`src/rtl/nic_pagereg_pkg.sv`:
```
package nic_pagereg_pkg;

  localparam int BYTE_W = 8;

  // page field codes (command bits 7:6)
  typedef enum logic [1:0] {
    PG_0   = 2'b00,
    PG_1   = 2'b01,
    PG_2   = 2'b10,
    PG_RSV = 2'b11
  } page_e;

  // run/stop sequencing
  typedef enum logic [1:0] {
    ST_RUN   = 2'b00,
    ST_DRAIN = 2'b01,
    ST_HALT  = 2'b10
  } run_e;

  // command byte fields
  localparam int CB_STOP   = 0;
  localparam int CB_START  = 1;
  localparam int CB_TXRQ   = 2;
  localparam int CB_RC_LO  = 3;
  localparam int CB_RC_HI  = 5;
  localparam int CB_PG_LO  = 6;
  localparam int CB_PG_HI  = 7;

  localparam logic [2:0] RCMD_IDLE = 3'b100;

  // status byte fields
  localparam int EV_OVW  = 4;
  localparam int RST_BIT = 7;

  // offsets
  localparam logic [3:0] OFS_CMD = 4'd0;
  localparam logic [3:0] OFS_LO  = 4'd1;
  localparam logic [3:0] OFS_HI  = 4'd2;
  localparam logic [3:0] OFS_ISR = 4'd7;
  localparam logic [3:0] OFS_IMR = 4'd15;

endpackage

```
`src/rtl/nic_pagereg_cmd.sv`:
```
module nic_pagereg_cmd
  import nic_pagereg_pkg::*;
(
  input  logic              clk,
  input  logic              rst_n,
  input  logic              cr_wr,
  input  logic [BYTE_W-1:0] cr_wdata,
  input  logic              dp_busy,
  input  logic              tx_done,
  output page_e             page,
  output logic              active,
  output logic              tx_req,
  output logic [2:0]        rdma_cmd,
  output logic              rdma_abort,
  output logic              start_pulse,
  output logic              halt_entry,
  output logic [BYTE_W-1:0] cr_rdata
);

  run_e        state_q, state_nx;
  page_e       page_q;
  logic        tx_q, tx_nx, tx_en;
  logic [2:0]  rc_q;
  logic [2:0]  rc_wr;
  logic        rc_en;
  logic        abort_q, abort_nx;
  logic        stop_cmd;

  assign stop_cmd    = cr_wr && cr_wdata[CB_STOP];
  assign start_pulse = cr_wr && !cr_wdata[CB_STOP] && cr_wdata[CB_START];
  assign rc_wr       = cr_wdata[CB_RC_HI:CB_RC_LO];
  assign rc_en       = cr_wr && (rc_wr != 3'b000);

  always_comb begin
    state_nx = state_q;
    if (stop_cmd) begin
      if (state_q == ST_RUN) state_nx = ST_DRAIN;
    end else if (start_pulse) begin
      state_nx = ST_RUN;
    end
    if (state_q == ST_DRAIN && state_nx == ST_DRAIN && !dp_busy)
      state_nx = ST_HALT;
  end

  assign halt_entry = (state_q == ST_DRAIN) && (state_nx == ST_HALT);

  always_comb begin
    tx_nx = tx_q;
    if (tx_done) tx_nx = 1'b0;
    if (cr_wr && cr_wdata[CB_TXRQ]) tx_nx = 1'b1;
  end
  assign tx_en    = tx_done || cr_wr;
  assign abort_nx = cr_wr && cr_wdata[CB_RC_HI];

  always_ff @(posedge clk or negedge rst_n) begin
    if (!rst_n) begin
      state_q <= ST_HALT;
      page_q  <= PG_0;
      tx_q    <= 1'b0;
      rc_q    <= RCMD_IDLE;
      abort_q <= 1'b0;
    end else begin
      state_q <= state_nx;
      abort_q <= abort_nx;
      if (cr_wr) page_q <= page_e'(cr_wdata[CB_PG_HI:CB_PG_LO]);
      if (tx_en) tx_q <= tx_nx;
      if (rc_en) rc_q <= rc_wr;
    end
  end

  assign page       = page_q;
  assign active     = (state_q != ST_HALT);
  assign tx_req     = tx_q;
  assign rdma_cmd   = rc_q;
  assign rdma_abort = abort_q;
  assign cr_rdata   = {page_q, rc_q, tx_q, (state_q == ST_RUN), (state_q != ST_RUN)};

  // drain holds while traffic is in flight
  a_r5_drain_holds: assert property (@(posedge clk) disable iff (!rst_n)
    (state_q == ST_DRAIN && dp_busy && !start_pulse) |=> (active && state_q == ST_DRAIN));

  // a start command runs the controller next cycle
  a_r4_start_runs: assert property (@(posedge clk) disable iff (!rst_n)
    start_pulse |=> (active && cr_rdata[CB_START]));

  // completion clears the request unless re-requested
  a_r6_done_clears: assert property (@(posedge clk) disable iff (!rst_n)
    (tx_done && !(cr_wr && cr_wdata[CB_TXRQ])) |=> !tx_req);

  // code 000 keeps the remote command
  a_r7_zero_keeps: assert property (@(posedge clk) disable iff (!rst_n)
    (cr_wr && cr_wdata[CB_RC_HI:CB_RC_LO] == 3'b000) |=> $stable(rdma_cmd));

  // abort pulse lasts one cycle and accompanies an abort code
  a_r7_abort_pulse: assert property (@(posedge clk) disable iff (!rst_n)
    rdma_abort |-> (rdma_cmd[2] && $past(cr_wr)));

endmodule

```
`src/rtl/nic_pagereg_isr.sv`:
```
module nic_pagereg_isr
  import nic_pagereg_pkg::*;
#(
  parameter int NUM_EV = 7
) (
  input  logic              clk,
  input  logic              rst_n,
  input  logic [NUM_EV-1:0] evt_set,
  input  logic              clr_wr,
  input  logic              imr_wr,
  input  logic [NUM_EV-1:0] wdata,
  input  logic              rst_set,
  input  logic              rst_clr,
  output logic [BYTE_W-1:0] isr_rdata,
  output logic [BYTE_W-1:0] imr_rdata,
  output logic              irq
);

  localparam int PAD_W = BYTE_W - 1 - NUM_EV;

  logic [NUM_EV-1:0] stat_q, stat_nx, clr_vec, mask_q;
  logic              stat_en;
  logic              rst_q, rst_nx, rst_en;

  assign clr_vec = clr_wr ? wdata : '0;

  for (genvar b = 0; b < NUM_EV; b++) begin : g_bit
    // set has priority over the host clear
    assign stat_nx[b] = evt_set[b] | (stat_q[b] & ~clr_vec[b]);
  end

  assign stat_en = clr_wr || (|evt_set);
  assign rst_en  = rst_set || rst_clr;
  assign rst_nx  = rst_set;

  always_ff @(posedge clk or negedge rst_n) begin
    if (!rst_n) begin
      stat_q <= '0;
      mask_q <= '0;
      rst_q  <= 1'b1;
    end else begin
      if (stat_en) stat_q <= stat_nx;
      if (imr_wr)  mask_q <= wdata;
      if (rst_en)  rst_q  <= rst_nx;
    end
  end

  if (PAD_W > 0) begin : g_pad
    assign isr_rdata = {rst_q, {PAD_W{1'b0}}, stat_q};
    assign imr_rdata = {1'b0, {PAD_W{1'b0}}, mask_q};
  end else begin : g_nopad
    assign isr_rdata = {rst_q, stat_q};
    assign imr_rdata = {1'b0, mask_q};
  end

  assign irq = |(stat_q & mask_q);

  // a set pulse is visible after the edge, even under a clear
  a_r8_set_wins: assert property (@(posedge clk) disable iff (!rst_n)
    (|evt_set) |=> ((isr_rdata[NUM_EV-1:0] & $past(evt_set)) == $past(evt_set)));

  // write-one clears bits with no concurrent set
  a_r8_w1c: assert property (@(posedge clk) disable iff (!rst_n)
    (clr_wr && (|(wdata & ~evt_set))) |=> ((isr_rdata[NUM_EV-1:0] & $past(wdata & ~evt_set)) == '0));

  // reset status set requests are honoured
  a_r9_rst_sets: assert property (@(posedge clk) disable iff (!rst_n)
    rst_set |=> isr_rdata[RST_BIT]);

  // the line only rises after a mask write or a masked event
  a_r10_irq_cause: assert property (@(posedge clk) disable iff (!rst_n)
    $rose(irq) |-> ($past(imr_wr) || (|($past(evt_set) & imr_rdata[NUM_EV-1:0]))));

endmodule

```
`src/rtl/nic_pagereg_map.sv`:
```
module nic_pagereg_map
  import nic_pagereg_pkg::*;
#(
  parameter int ADDR_W  = 4,
  parameter int LADDR_W = 16
) (
  input  logic               clk,
  input  logic               rst_n,
  input  page_e              page,
  input  logic [ADDR_W-1:0]  addr,
  input  logic               wr,
  input  logic [BYTE_W-1:0]  wdata,
  input  logic [LADDR_W-1:0] local_addr,
  input  logic [BYTE_W-1:0]  cr_rdata,
  input  logic [BYTE_W-1:0]  isr_rdata,
  input  logic [BYTE_W-1:0]  imr_rdata,
  output logic               cr_wr,
  output logic               clr_wr,
  output logic               imr_wr,
  output logic [BYTE_W-1:0]  ring_start,
  output logic [BYTE_W-1:0]  ring_stop,
  output logic [BYTE_W-1:0]  rdata
);

  localparam int EXT_W = 2 * BYTE_W;

  logic [EXT_W-1:0]  ladr_ext;
  logic [BYTE_W-1:0] start_q, stop_q;
  logic              start_wr, stop_wr, pg0_wr;

  assign ladr_ext = EXT_W'(local_addr);

  // write decode
  assign cr_wr    = wr && (addr == ADDR_W'(OFS_CMD));
  assign pg0_wr   = wr && (page == PG_0);
  assign start_wr = pg0_wr && (addr == ADDR_W'(OFS_LO));
  assign stop_wr  = pg0_wr && (addr == ADDR_W'(OFS_HI));
  assign clr_wr   = pg0_wr && (addr == ADDR_W'(OFS_ISR));
  assign imr_wr   = pg0_wr && (addr == ADDR_W'(OFS_IMR));

  always_ff @(posedge clk or negedge rst_n) begin
    if (!rst_n) begin
      start_q <= '0;
      stop_q  <= '0;
    end else begin
      if (start_wr) start_q <= wdata;
      if (stop_wr)  stop_q  <= wdata;
    end
  end

  // read decode
  always_comb begin
    rdata = '0;
    if (addr == ADDR_W'(OFS_CMD)) begin
      rdata = cr_rdata;
    end else begin
      case (page)
        PG_0: begin
          if (addr == ADDR_W'(OFS_LO))       rdata = ladr_ext[BYTE_W-1:0];
          else if (addr == ADDR_W'(OFS_HI))  rdata = ladr_ext[EXT_W-1:BYTE_W];
          else if (addr == ADDR_W'(OFS_ISR)) rdata = isr_rdata;
        end
        PG_2: begin
          if (addr == ADDR_W'(OFS_LO))       rdata = start_q;
          else if (addr == ADDR_W'(OFS_HI))  rdata = stop_q;
          else if (addr == ADDR_W'(OFS_IMR)) rdata = imr_rdata;
        end
        default: rdata = '0;
      endcase
    end
  end

  assign ring_start = start_q;
  assign ring_stop  = stop_q;

  // writes on the reserved page leave the ring bounds alone
  a_r2_rsv_ignored: assert property (@(posedge clk) disable iff (!rst_n)
    (wr && page == PG_RSV && addr != ADDR_W'(OFS_CMD)) |=> ($stable(ring_start) && $stable(ring_stop)));

  // page 2 bound offsets are read-only
  a_r3_p2_readonly: assert property (@(posedge clk) disable iff (!rst_n)
    (wr && page == PG_2 && addr != ADDR_W'(OFS_CMD)) |=> ($stable(ring_start) && $stable(ring_stop)));

endmodule

```
`src/rtl/nic_pagereg.sv`:
```
module nic_pagereg
  import nic_pagereg_pkg::*;
#(
  parameter int ADDR_W  = 4,
  parameter int NUM_EV  = 7,
  parameter int LADDR_W = 16
) (
  input  logic               clk,
  input  logic               rst_n,
  input  logic [ADDR_W-1:0]  host_addr,
  input  logic               host_wr,
  input  logic [7:0]         host_wdata,
  output logic [7:0]         host_rdata,
  input  logic [NUM_EV-1:0]  evt_set,
  input  logic               dp_busy,
  input  logic               tx_done,
  input  logic               pkt_removed,
  input  logic [LADDR_W-1:0] local_addr,
  output logic               active,
  output logic               tx_req,
  output logic [2:0]         rdma_cmd,
  output logic               rdma_abort,
  output logic [7:0]         ring_start,
  output logic [7:0]         ring_stop,
  output logic               irq
);

  page_e             page;
  logic              cr_wr, clr_wr, imr_wr;
  logic              start_pulse, halt_entry;
  logic              rst_set, rst_clr;
  logic [BYTE_W-1:0] cr_rdata, isr_rdata, imr_rdata;

  nic_pagereg_cmd u_cmd (
    .clk         (clk),
    .rst_n       (rst_n),
    .cr_wr       (cr_wr),
    .cr_wdata    (host_wdata),
    .dp_busy     (dp_busy),
    .tx_done     (tx_done),
    .page        (page),
    .active      (active),
    .tx_req      (tx_req),
    .rdma_cmd    (rdma_cmd),
    .rdma_abort  (rdma_abort),
    .start_pulse (start_pulse),
    .halt_entry  (halt_entry),
    .cr_rdata    (cr_rdata)
  );

  assign rst_set = halt_entry || evt_set[EV_OVW];
  assign rst_clr = start_pulse || (pkt_removed && active);

  nic_pagereg_isr #(.NUM_EV(NUM_EV)) u_isr (
    .clk       (clk),
    .rst_n     (rst_n),
    .evt_set   (evt_set),
    .clr_wr    (clr_wr),
    .imr_wr    (imr_wr),
    .wdata     (host_wdata[NUM_EV-1:0]),
    .rst_set   (rst_set),
    .rst_clr   (rst_clr),
    .isr_rdata (isr_rdata),
    .imr_rdata (imr_rdata),
    .irq       (irq)
  );

  nic_pagereg_map #(.ADDR_W(ADDR_W), .LADDR_W(LADDR_W)) u_map (
    .clk        (clk),
    .rst_n      (rst_n),
    .page       (page),
    .addr       (host_addr),
    .wr         (host_wr),
    .wdata      (host_wdata),
    .local_addr (local_addr),
    .cr_rdata   (cr_rdata),
    .isr_rdata  (isr_rdata),
    .imr_rdata  (imr_rdata),
    .cr_wr      (cr_wr),
    .clr_wr     (clr_wr),
    .imr_wr     (imr_wr),
    .ring_start (ring_start),
    .ring_stop  (ring_stop),
    .rdata      (host_rdata)
  );

  // halting drops active and raises reset status together
  a_r5_halt_flags: assert property (@(posedge clk) disable iff (!rst_n)
    halt_entry |=> (!active && isr_rdata[RST_BIT]));

  // a removal while halted leaves reset status standing
  a_r9_halted_keeps: assert property (@(posedge clk) disable iff (!rst_n)
    (!active && pkt_removed && !start_pulse && isr_rdata[RST_BIT]) |=> isr_rdata[RST_BIT]);

endmodule

```
`config.mk`:
```
export PLATFORM = sky130hd
export DESIGN_NAME = nic_pagereg
export DESIGN_NICKNAME = d
export VERILOG_FILES = /design/src/rtl/nic_pagereg_pkg.sv /design/src/rtl/nic_pagereg_cmd.sv /design/src/rtl/nic_pagereg_isr.sv /design/src/rtl/nic_pagereg_map.sv /design/src/rtl/nic_pagereg.sv
export SDC_FILE = /design/constraint.sdc
export NUM_CORES = 1
export LEC_CHECK = 0
export BUFFER_PORTS_ARGS = -buffer_cell sky130_fd_sc_hd__buf_2
export CAP_MARGIN = 20
export CORE_ASPECT_RATIO = 0.6
export CORE_MARGIN = 2
export CORE_UTILIZATION = 46
export DETAILED_ROUTE_END_ITERATION = 6
export PLACE_DENSITY = 0.76
export SLEW_MARGIN = 20
export SYNTH_ARGS = -nofsm -noshare
export SYNTH_HDL_FRONTEND = slang
export SYNTH_SLANG_ARGS = --single-unit
```
`constraint.sdc`:
```
create_clock -name clk -period 2 [get_ports clk]
set_clock_uncertainty 0.15 [all_clocks]
set_input_delay 0.4 -clock clk [delete_from_list [all_inputs] [get_ports clk]]
set_output_delay 0.4 -clock clk [all_outputs]
set_load 0.03 [all_outputs]
```
==> flow_metrics.tcl, run 1 <==
set metrics [dict create \
    grt.total_usage_pct 26.5 \
    crit_required_ns 1.45 \
    hold_violations 0 \
    arrival_ns 1.68 \
    cts_buffers 5 \
    placed_cell_area_um2 3000 \
    antenna_found_initial 0 \
    layout_common_cells "buf_2, dfrtp_1, buf_4" \
    final_common_cell "buf_2" \
    netlist_area_um2 2360 \
    start_util_pct 47.1 \
    cts_root_buffer "clkbuf_8" \
    highest_layer "met4" \
    synth_top_cell_by_area "dfrtp_1" \
    cts_tree "built" \
    drcViolationCount 0 \
    wl_met2_um 3090 \
    drt_iter0_markers 178 \
    p_int_w 0.00168 \
    insertion_delay_ns 0.30 \
    synth-edff-count 0 \
    fp.coreArea_um2 5000 \
    clock-sinks 40 \
    tightest_slew_ns 0.464 \
    combPwrFrac_pct 37.0 \
    dieArea_um2 5730 \
    r2r_start "u_cmd.page[1]" \
    avgViaCountPerCell 5.80 \
    place_ws_ns -0.346 \
    layout_setup_ws_ns -0.232 \
    wirelength_met1_um 3430 \
    slew_violations 0 \
    synth-seq-cells 40 \
    overflow 0 \
    htreeDepth 2 \
    outcome "complete, but fails checks" \
    violations "negative setup slack" \
    num_rows 20 \
    end_kind "output pin" \
    port_buffers 71 \
    synth_nets 259 \
    rrSetupSlack_ns 0.19 \
    grt_pass1_wl_um 11200 \
    rsz0062_at_grt "true" \
    dp_cells 371 \
    fmax_mhz 448 \
    fin_util_pct 66.9 \
    fin_nets 359 \
    timing.final.crit_period_ns 2.23 \
    grt_start_max_net_pins 23 \
    antenna_left 0 \
    finalCritPeriodShare_pct 112 \
    hold_depth 2 \
    startpoint_type "flop" \
    p_sw_share_pct 37.5 \
    async_flop_share_pct 100 \
    syn2layout_area_growth_pct 42.0 \
    drive_gt1_share_pct 50.8 \
    num_antenna_cells 0 \
    nFillCells 392 \
    via_count 2233 \
    ir_drop_v 0.000556 \
    reg2reg_to "u_isr.stat_q[4]" \
    worstHoldStart "tx_done" \
    die_w_um 96.4 \
    place.gp.congestion 0.922 \
    dp_hpwl_um 5360 \
    synth_seq_area_share_pct 42.6 \
    wl_per_cell_um 18.7 \
    yosys_warnings 0 \
    die_h_um 59.5 \
    avgSynthCellArea_um2 10.8 \
    first_pass_iters 4 \
    power_density_nw_per_um2 800 \
    synth.area.top_cells "dfrtp_1, mux2_1, mux2_4" \
    first_global_vias 2159 \
    cts_buffer_depth 2 \
    power_switching_w 0.00101 \
    instances_no_fill 385 \
    ys_types 51 \
    ys.flop_type "dfrtp_1" \
    synth_top_area_share_pct 39.3 \
    hold_end "u_cmd.tx_req" \
    path_max_fanout 3 \
    dr_wl_met3_um 609 \
    hp-class "in2reg" \
    whs_ns 0.112 \
    clkTransAtPathRegs_ns 0.08 \
    max_cap_violations 0 \
    power_frac_seq_pct 41.6 \
    clkPwrFrac_pct 21.4 \
    finalWirelength_um 7190 \
    relSlewSlack_pct 69.1 \
    pin_count 72 \
    critical_path_class "reg2out" \
    syn_inst 218 \
    setup_violations 8 \
    total_leakage_power_nw 1.56 \
    r2r_cells 7 \
    final_area_um2 3350 \
]
flip-flops by register name, summed over array words and instances (netlist names):
signal / count
u_map.ring_start: 8
u_isr.rst_q: 1
u_cmd.page: 2
u_cmd.tx_req: 1
u_isr.stat_q: 7
u_cmd.state_q: 2
u_isr.mask_q: 7
u_cmd.rdma_cmd: 3
u_map.ring_stop: 8
u_cmd.rdma_abort: 1
critical path: stages (launching register included):
cell	delay [ns]
dfrtp_1	0.43
nand2b_4	0.16
or4_4	0.51
o211ai_1	0.10
buf_4	0.19
routing by layer:
layer	GRT usage [%]	vias up
met2	38.8	99
met3	5.85	11
li1	-	1029
met1	40.4	1094
met5	0	-
met4	4.83	0
layout make-up:
| cell class | count | area [µm²] | area share, % |
|---|---|---|---|
| Clock buffer | 7 | 86.3 | 2.58 |
| Multi-Input combinational cell | 159 | 1390 | 41.6 |
| Sequential cell | 40 | 1010 | 30.0 |
| Inverter | 3 | 11.3 | 0.336 |
| Timing Repair Buffer | 109 | 762 | 22.7 |
| Clock inverter | 1 | 7.51 | 0.224 |
| Tap cell | 66 | 82.6 | 2.47 |
metrics by stage:
stage | TNS, ns | power, W
floorplan | -0.653 | 0.00170
global placement | -3.06 | 0.00200
detailed placement | -3.68 | 0.00202
CTS | -1.39 | 0.00268
global route | -1.91 | 0.00282
finish | -1.54 | 0.00268
power by group through the flow:
stage	Clock [W]	Sequential, W	Combinational, W
global placement	0	0.00111	0.000892
floorplan	0	0.00123	0.000464
detailed placement	0	0.00111	0.000910
global route	0.000625	0.00113	0.00106
CTS	0.000592	0.00111	0.000978
finish	0.000574	0.00111	0.000993
repair_timing:
| item | in CTS | in global routing |
|---|---|---|
| pin swaps | 12 | 4 |
| hold buffers | 1 | 0 |
| resized for setup | 46 | 12 |
| endpoints found under the hold margin | 16 | 0 |
| setup buffers | 3 | 1 |
| endpoints found under the setup margin | 8 | 9 |
| cloned | 1 | 0 |
how the worst max path moves through the flow:
stage                  start            end
2_1_floorplan   host_addr[0]  host_rdata[1]
3_3_place_gp    host_addr[1]  host_rdata[0]
3_5_place_dp    host_addr[0]  host_rdata[2]
4_1_cts        u_cmd.page[0]  host_rdata[7]
5_1_grt         host_addr[3]  host_rdata[5]
6_report       u_cmd.page[0]  host_rdata[7]
logic make-up after synthesis:
family                 Yosys count  share of synthesized area [%]
AO/OA/AOI/OAI                   77                           22.8
AND/OR/NAND/NOR                 53                           14.9
flip-flops                      40                           42.6
multiplexers                    29                           14.9
buffers and inverters           19                           4.88
cell usage after synthesis (all sizes together) (2+ instances only):
cell / count
nand3: 3
a21o: 14
o21ai: 18
dfstp: 3
nand2b: 2
nor3: 2
nor2: 7
o22ai: 4
dfrtp: 37
nand2: 19
and3: 3
a22oi: 3
a32o: 2
or4: 2
mux2: 25
clkbuf: 2
a32oi: 5
and2: 3
nor4: 2
nor3b: 3
and3b: 2
inv: 3
mux2i: 4
buf: 14
o21bai: 2
o211a: 2
a21oi: 14
a221oi: 4
a22o: 2
No activity file was read; power rests on OpenSTA's default activity.
==> inputs of run 2 (changes only) <==
- BUFFER_PORTS_ARGS: -buffer_cell sky130_fd_sc_hd__buf_2 -> not set
- CORE_UTILIZATION: 46 -> 50
- DONT_BUFFER_PORTS: not set -> 1
- PLACE_DENSITY: 0.76 -> 0.68
- REMOVE_ABC_BUFFERS: not set -> 1
==> flow_metrics.tcl, run 2 (synthesized netlist as in run 1, its figures left out) <==
set metrics [dict create \
    cpMaxStageDelayCell "or4_1" \
    power_density_nw_per_um2 926 \
    finalWirelength_um 7300 \
    fin_nets 296 \
    place.gp.congestion 0.915 \
    combPwrFrac_pct 33.8 \
    crit_path_cell_trace "buf_4 -> nand2b_4 -> or4_1 -> o211ai_1 -> buf_4" \
    drt_iter0_markers 195 \
    insertion_delay_ns 0.30 \
    grt_pass1_wl_um 11400 \
    rsz0062_at_grt "true" \
    cts_root_buffer "clkbuf_8" \
    timing.setup.tns_ns -1.53 \
    fp.coreArea_um2 4560 \
    startpoint_type "flop" \
    grt_use_met3_pct 7.66 \
    timing.final.crit_period_ns 2.22 \
    p_int_w 0.00174 \
    violations "negative setup slack" \
    fmax_mhz 451 \
    antenna_left 0 \
    cts_buffer_depth 2 \
    outcome "complete, but fails checks" \
    clock-sinks 40 \
    drive_gt1_share_pct 31.6 \
    max_cap_violations 0 \
    grt_util_met2_pct 43.2 \
    final_common_cell "buf_4" \
    clkPwrFrac_pct 24.8 \
    power_switching_w 0.000954 \
    layout_setup_ws_ns -0.218 \
    slew_violations 0 \
    end_kind "output pin" \
    num_rows 19 \
    crit_top_cell "buf_4" \
    ir_drop_v 0.000525 \
    pin_count 72 \
    avgViaCountPerCell 6.58 \
    arrival_ns 1.67 \
    hp-class "in2reg" \
    p_sw_share_pct 35.4 \
    antenna_found_initial 0 \
    busiest_layer "met2" \
    total_leakage_power_nw 1.28 \
    overflow 0 \
    via_count 2100 \
    max_stage_delay_ns 0.47 \
    cts_buffers 5 \
    hold_violations 0 \
    power_frac_seq_pct 41.3 \
    dieArea_um2 5300 \
    grt_start_max_net_pins 41 \
    grtUsageMet1_pct 40.9 \
    path_max_fanout 4 \
    crit_required_ns 1.45 \
    tightest_slew_ns 0.404 \
    die_w_um 92.7 \
    relSlewSlack_pct 73.1 \
    drcViolationCount 0 \
    first_global_vias 2127 \
    port_buffers 0 \
    dp_hpwl_um 5280 \
    setup_violations 8 \
    die_h_um 57.2 \
    finalCritPeriodShare_pct 111 \
    clkTransAtPathRegs_ns 0.08 \
    num_antenna_cells 0 \
    cts_tree "built" \
    layout_common_cells "buf_4, dfrtp_1, nand2_1, mux2_1, a21o_1" \
    first_pass_iters 4 \
    grt.total_usage_pct 28.8 \
    htreeDepth 2 \
    wl_per_cell_um 22.9 \
    syn2layout_area_growth_pct 23.4 \
    start_util_pct 51.7 \
    nFillCells 372 \
    critical_path_class "reg2out" \
    fin_util_pct 63.8 \
]
[run 2: power by group through the flow]
stage,clock [W],combinational [W],sequential (W)
after floorplan,0,0.000357,0.00126
after global placement,0,0.000817,0.00111
after detailed placement,0,0.000836,0.00112
after CTS,0.000671,0.000894,0.00111
after global routing,0.000716,0.000963,0.00113
final,0.000669,0.000913,0.00111
[run 2: per-stage QoR]
stage	instances	total power [W]	instance area [µm²]	hold WS (ns)	worst slack, ns
5_1_grt	319	0.00281	2910	0.0101	-0.281
6_report	319	0.00270	2910	0.0272	-0.218
2_1_floorplan	202	0.00162	2250	-0.0456	-0.280
3_3_place_gp	306	0.00192	2700	-0.0444	-0.100
4_1_cts	318	0.00267	2890	0.0213	-0.222
3_5_place_dp	306	0.00195	2700	-0.0448	-0.105
[run 2: repair_timing]
item | in CTS | in global routing
setup buffers | 2 | 1
hold endpoints to repair | 40 | 0
resized for setup | 8 | 3
pin swaps | 4 | 2
endpoints found under the setup margin | 8 | 9
hold buffers | 2 | 0
[run 2: per-layer routing]
metal	vias to the layer above	share of wire, %
met5	-	0
met4	0	0.70
met3	5	9.3
met2	127	46
met1	1067	44
li1	901	-
[run 2: worst paths after layout]
| check | end | slack (ns) | cells after the start | startpoint |
|---|---|---|---|---|
| worst max-delay path | host_rdata[7] | -0.22 | 5 | u_cmd.page[1] |
| worst min-delay path | u_cmd.tx_req | 0.03 | 1 | tx_done |
| worst max register to register | u_isr.stat_q[4] | 0.10 | 5 | u_cmd.page[1] |
| worst min register to register | u_isr.stat_q[5] | 0.39 | 1 | u_isr.stat_q[5] |
| max in group asynchronous | u_isr.rst_q | 1.02 | 2 | rst_n |
| min in group asynchronous | u_isr.stat_q[0] | 0.42 | 2 | rst_n |
[run 2: final cells by class]
class | instances | area, µm² | area share (%)
repair buffers | 46 | 430 | 14.8
clock inverters | 3 | 42.5 | 1.46
inverters | 3 | 11.3 | 0.387
well taps | 63 | 78.8 | 2.71
multi-input cells | 159 | 1270 | 43.7
flip-flops and latches | 40 | 1010 | 34.6
clock buffers | 5 | 68.8 | 2.36
[run 2: worst max-delay path, delay by kind of cell (launching register included)]
| kind | cells | cell delay (ns) |
|---|---|---|
| flops | 1 | 0.43 |
| compound gates | 1 | 0.10 |
| simple gates | 2 | 0.52 |
| buf+inv | 2 | 0.32 |
==> inputs of run 3 (changes only) <==
- MAX_ROUTING_LAYER: not set -> met4
==> flow_metrics.tcl, run 3 (synthesized netlist as in run 1, its figures left out) <==
set metrics [dict create \
    num_rows 19 \
    rrSetupSlack_ns 0.02 \
    tightest_slew_ns 0.430 \
    max_cap_violations 0 \
    antenna_left 0 \
    grt_pass1_wl_um 11300 \
    slew_violations 0 \
    crit_path_cell_trace "nor3_4 -> buf_4 -> o21ai_1 -> o21ai_1 -> a21o_1 -> buf_12" \
    rsz0062_at_grt "true" \
    layout_common_cells "buf_4, dfrtp_1, nand2_1" \
    final_common_cell "buf_4" \
    relSlewSlack_pct 71.3 \
    clkTransAtPathRegs_ns 0.08 \
    drcViolationCount 0 \
    cts_buffer_depth 2 \
    nFillCells 373 \
    via_count 2059 \
    hold_depth 1 \
    setup_violations 8 \
    dp_cells 307 \
    hold_violations 0 \
    insertion_delay_ns 0.30 \
    dieArea_um2 5300 \
    finalCritPeriodShare_pct 112 \
    overflow 0 \
    crit_top_cell "o21ai_1" \
    wl_per_cell_um 23.1 \
    r2r_start "u_cmd.page[1]" \
    path_delay_family "flip-flops" \
    htreeDepth 2 \
    die_w_um 92.7 \
    r2r_cells 7 \
    place_ws_ns -0.108 \
    whs_ns 0.0301 \
    cts_tree "built" \
    cts_buffers 5 \
    avgViaCountPerCell 6.39 \
    power_density_nw_per_um2 886 \
    grt.total_usage_pct 29.2 \
    die_h_um 57.2 \
    dp_hpwl_um 5140 \
    antenna_found_initial 0 \
    place.gp.congestion 0.895 \
    fmax_mhz 448 \
    cpMaxStageDelayCell "dfrtp_2" \
    end_kind "output pin" \
    drive_gt1_share_pct 35.1 \
    violations "negative setup slack" \
    worstHoldStart "tx_done" \
    clock-sinks 40 \
    crit_start "u_cmd.page[1]" \
    max_stage_delay_ns 0.47 \
    path_max_fanout 4 \
    instances_no_fill 322 \
    timing.critical_path.buf_inv 2 \
    layout_setup_ws_ns -0.234 \
    startpoint_type "flop" \
    timing.final.crit_period_ns 2.23 \
    arrival_ns 1.68 \
    fin_nets 299 \
    first_global_vias 2152 \
    start_util_pct 51.7 \
    syn2layout_area_growth_pct 25.4 \
    ir_drop_v 0.000467 \
    hold_end "u_cmd.tx_req" \
    cts_root_buffer "clkbuf_8" \
    hp-class "in2reg" \
    grt_start_max_net_pins 41 \
    finalWirelength_um 7430 \
    total_leakage_power_nw 1.31 \
    critical_path_class "reg2out" \
    reg2reg_to "u_isr.stat_q[3]" \
    fp.coreArea_um2 4560 \
    first_pass_iters 5 \
    outcome "complete, but fails checks" \
    num_antenna_cells 0 \
    port_buffers 0 \
    pin_count 72 \
    crit_required_ns 1.45 \
    drt_iter0_markers 152 \
]
-- run 3: changes by cell type in the layout (fill, tap and decap cells not counted), sizes merged --
cell / before / now
bufinv: 1 / 0
buf: 45 / 48
clkbuf: 5 / 6
-- run 3: report_power, final --
group / leakage, nW / internal [W] / switching (W) / total [W]
clock: 0.0412 / 0.000244 / 0.000287 / 0.000531
combinational: 0.808 / 0.000451 / 0.000519 / 0.000970
sequential: 0.464 / 0.000966 / 0.000153 / 0.00112
total: 1.31 / 0.00166 / 0.000959 / 0.00262
-- run 3: per-layer routing --
metal | vias up | GRT usage [%] | wire, µm
met3 | 10 | 8.45 | 674
li1 | 904 | - | -
met4 | 0 | 9.66 | 123
met2 | 117 | 42.2 | 3390
met5 | - | - | 0
met1 | 1028 | 40.1 | 3240
-- run 3: through the flow --
step / TNS, ns / instance area, µm² / total power (W) / util (%)
detailed placement: -0.640 / 2710 / 0.00195 / 59.4
floorplan: -1.60 / 2250 / 0.00162 / -
global route: -2.29 / 2960 / 0.00273 / 64.8
CTS: -1.36 / 2890 / 0.00255 / 63.3
finish: -1.61 / 2960 / 0.00262 / 64.8
global placement: -0.444 / 2710 / 0.00193 / 59.4
-- run 3: final cells by class --
type / instances / area [µm²] / area share [%]
clock inverter: 2 / 12.5 / 0.423
timing repair buffer: 49 / 465 / 15.7
clock buffer: 6 / 72.6 / 2.45
multi-input combinational: 159 / 1310 / 44.3
sequential: 40 / 1010 / 34.1
tap: 63 / 78.8 / 2.67
inverter: 3 / 11.3 / 0.381
-- run 3: worst max path at each step --
stage	slack, ns	end	cells past startpoint
after global routing	-0.28	host_rdata[7]	4
after CTS	-0.21	host_rdata[7]	4
after detailed placement	-0.11	host_rdata[2]	5
after floorplan	-0.28	host_rdata[2]	3
final	-0.23	host_rdata[4]	6
after global placement	-0.11	host_rdata[2]	5
-- run 3: repair_timing --
action                     in CTS  in global routing
hold buffers                    2                  0
buffers inserted                3                  2
pin swaps                       7                  8
setup endpoints to repair       8                 16
hold endpoints to repair       40                  0
resized for setup               7                 13
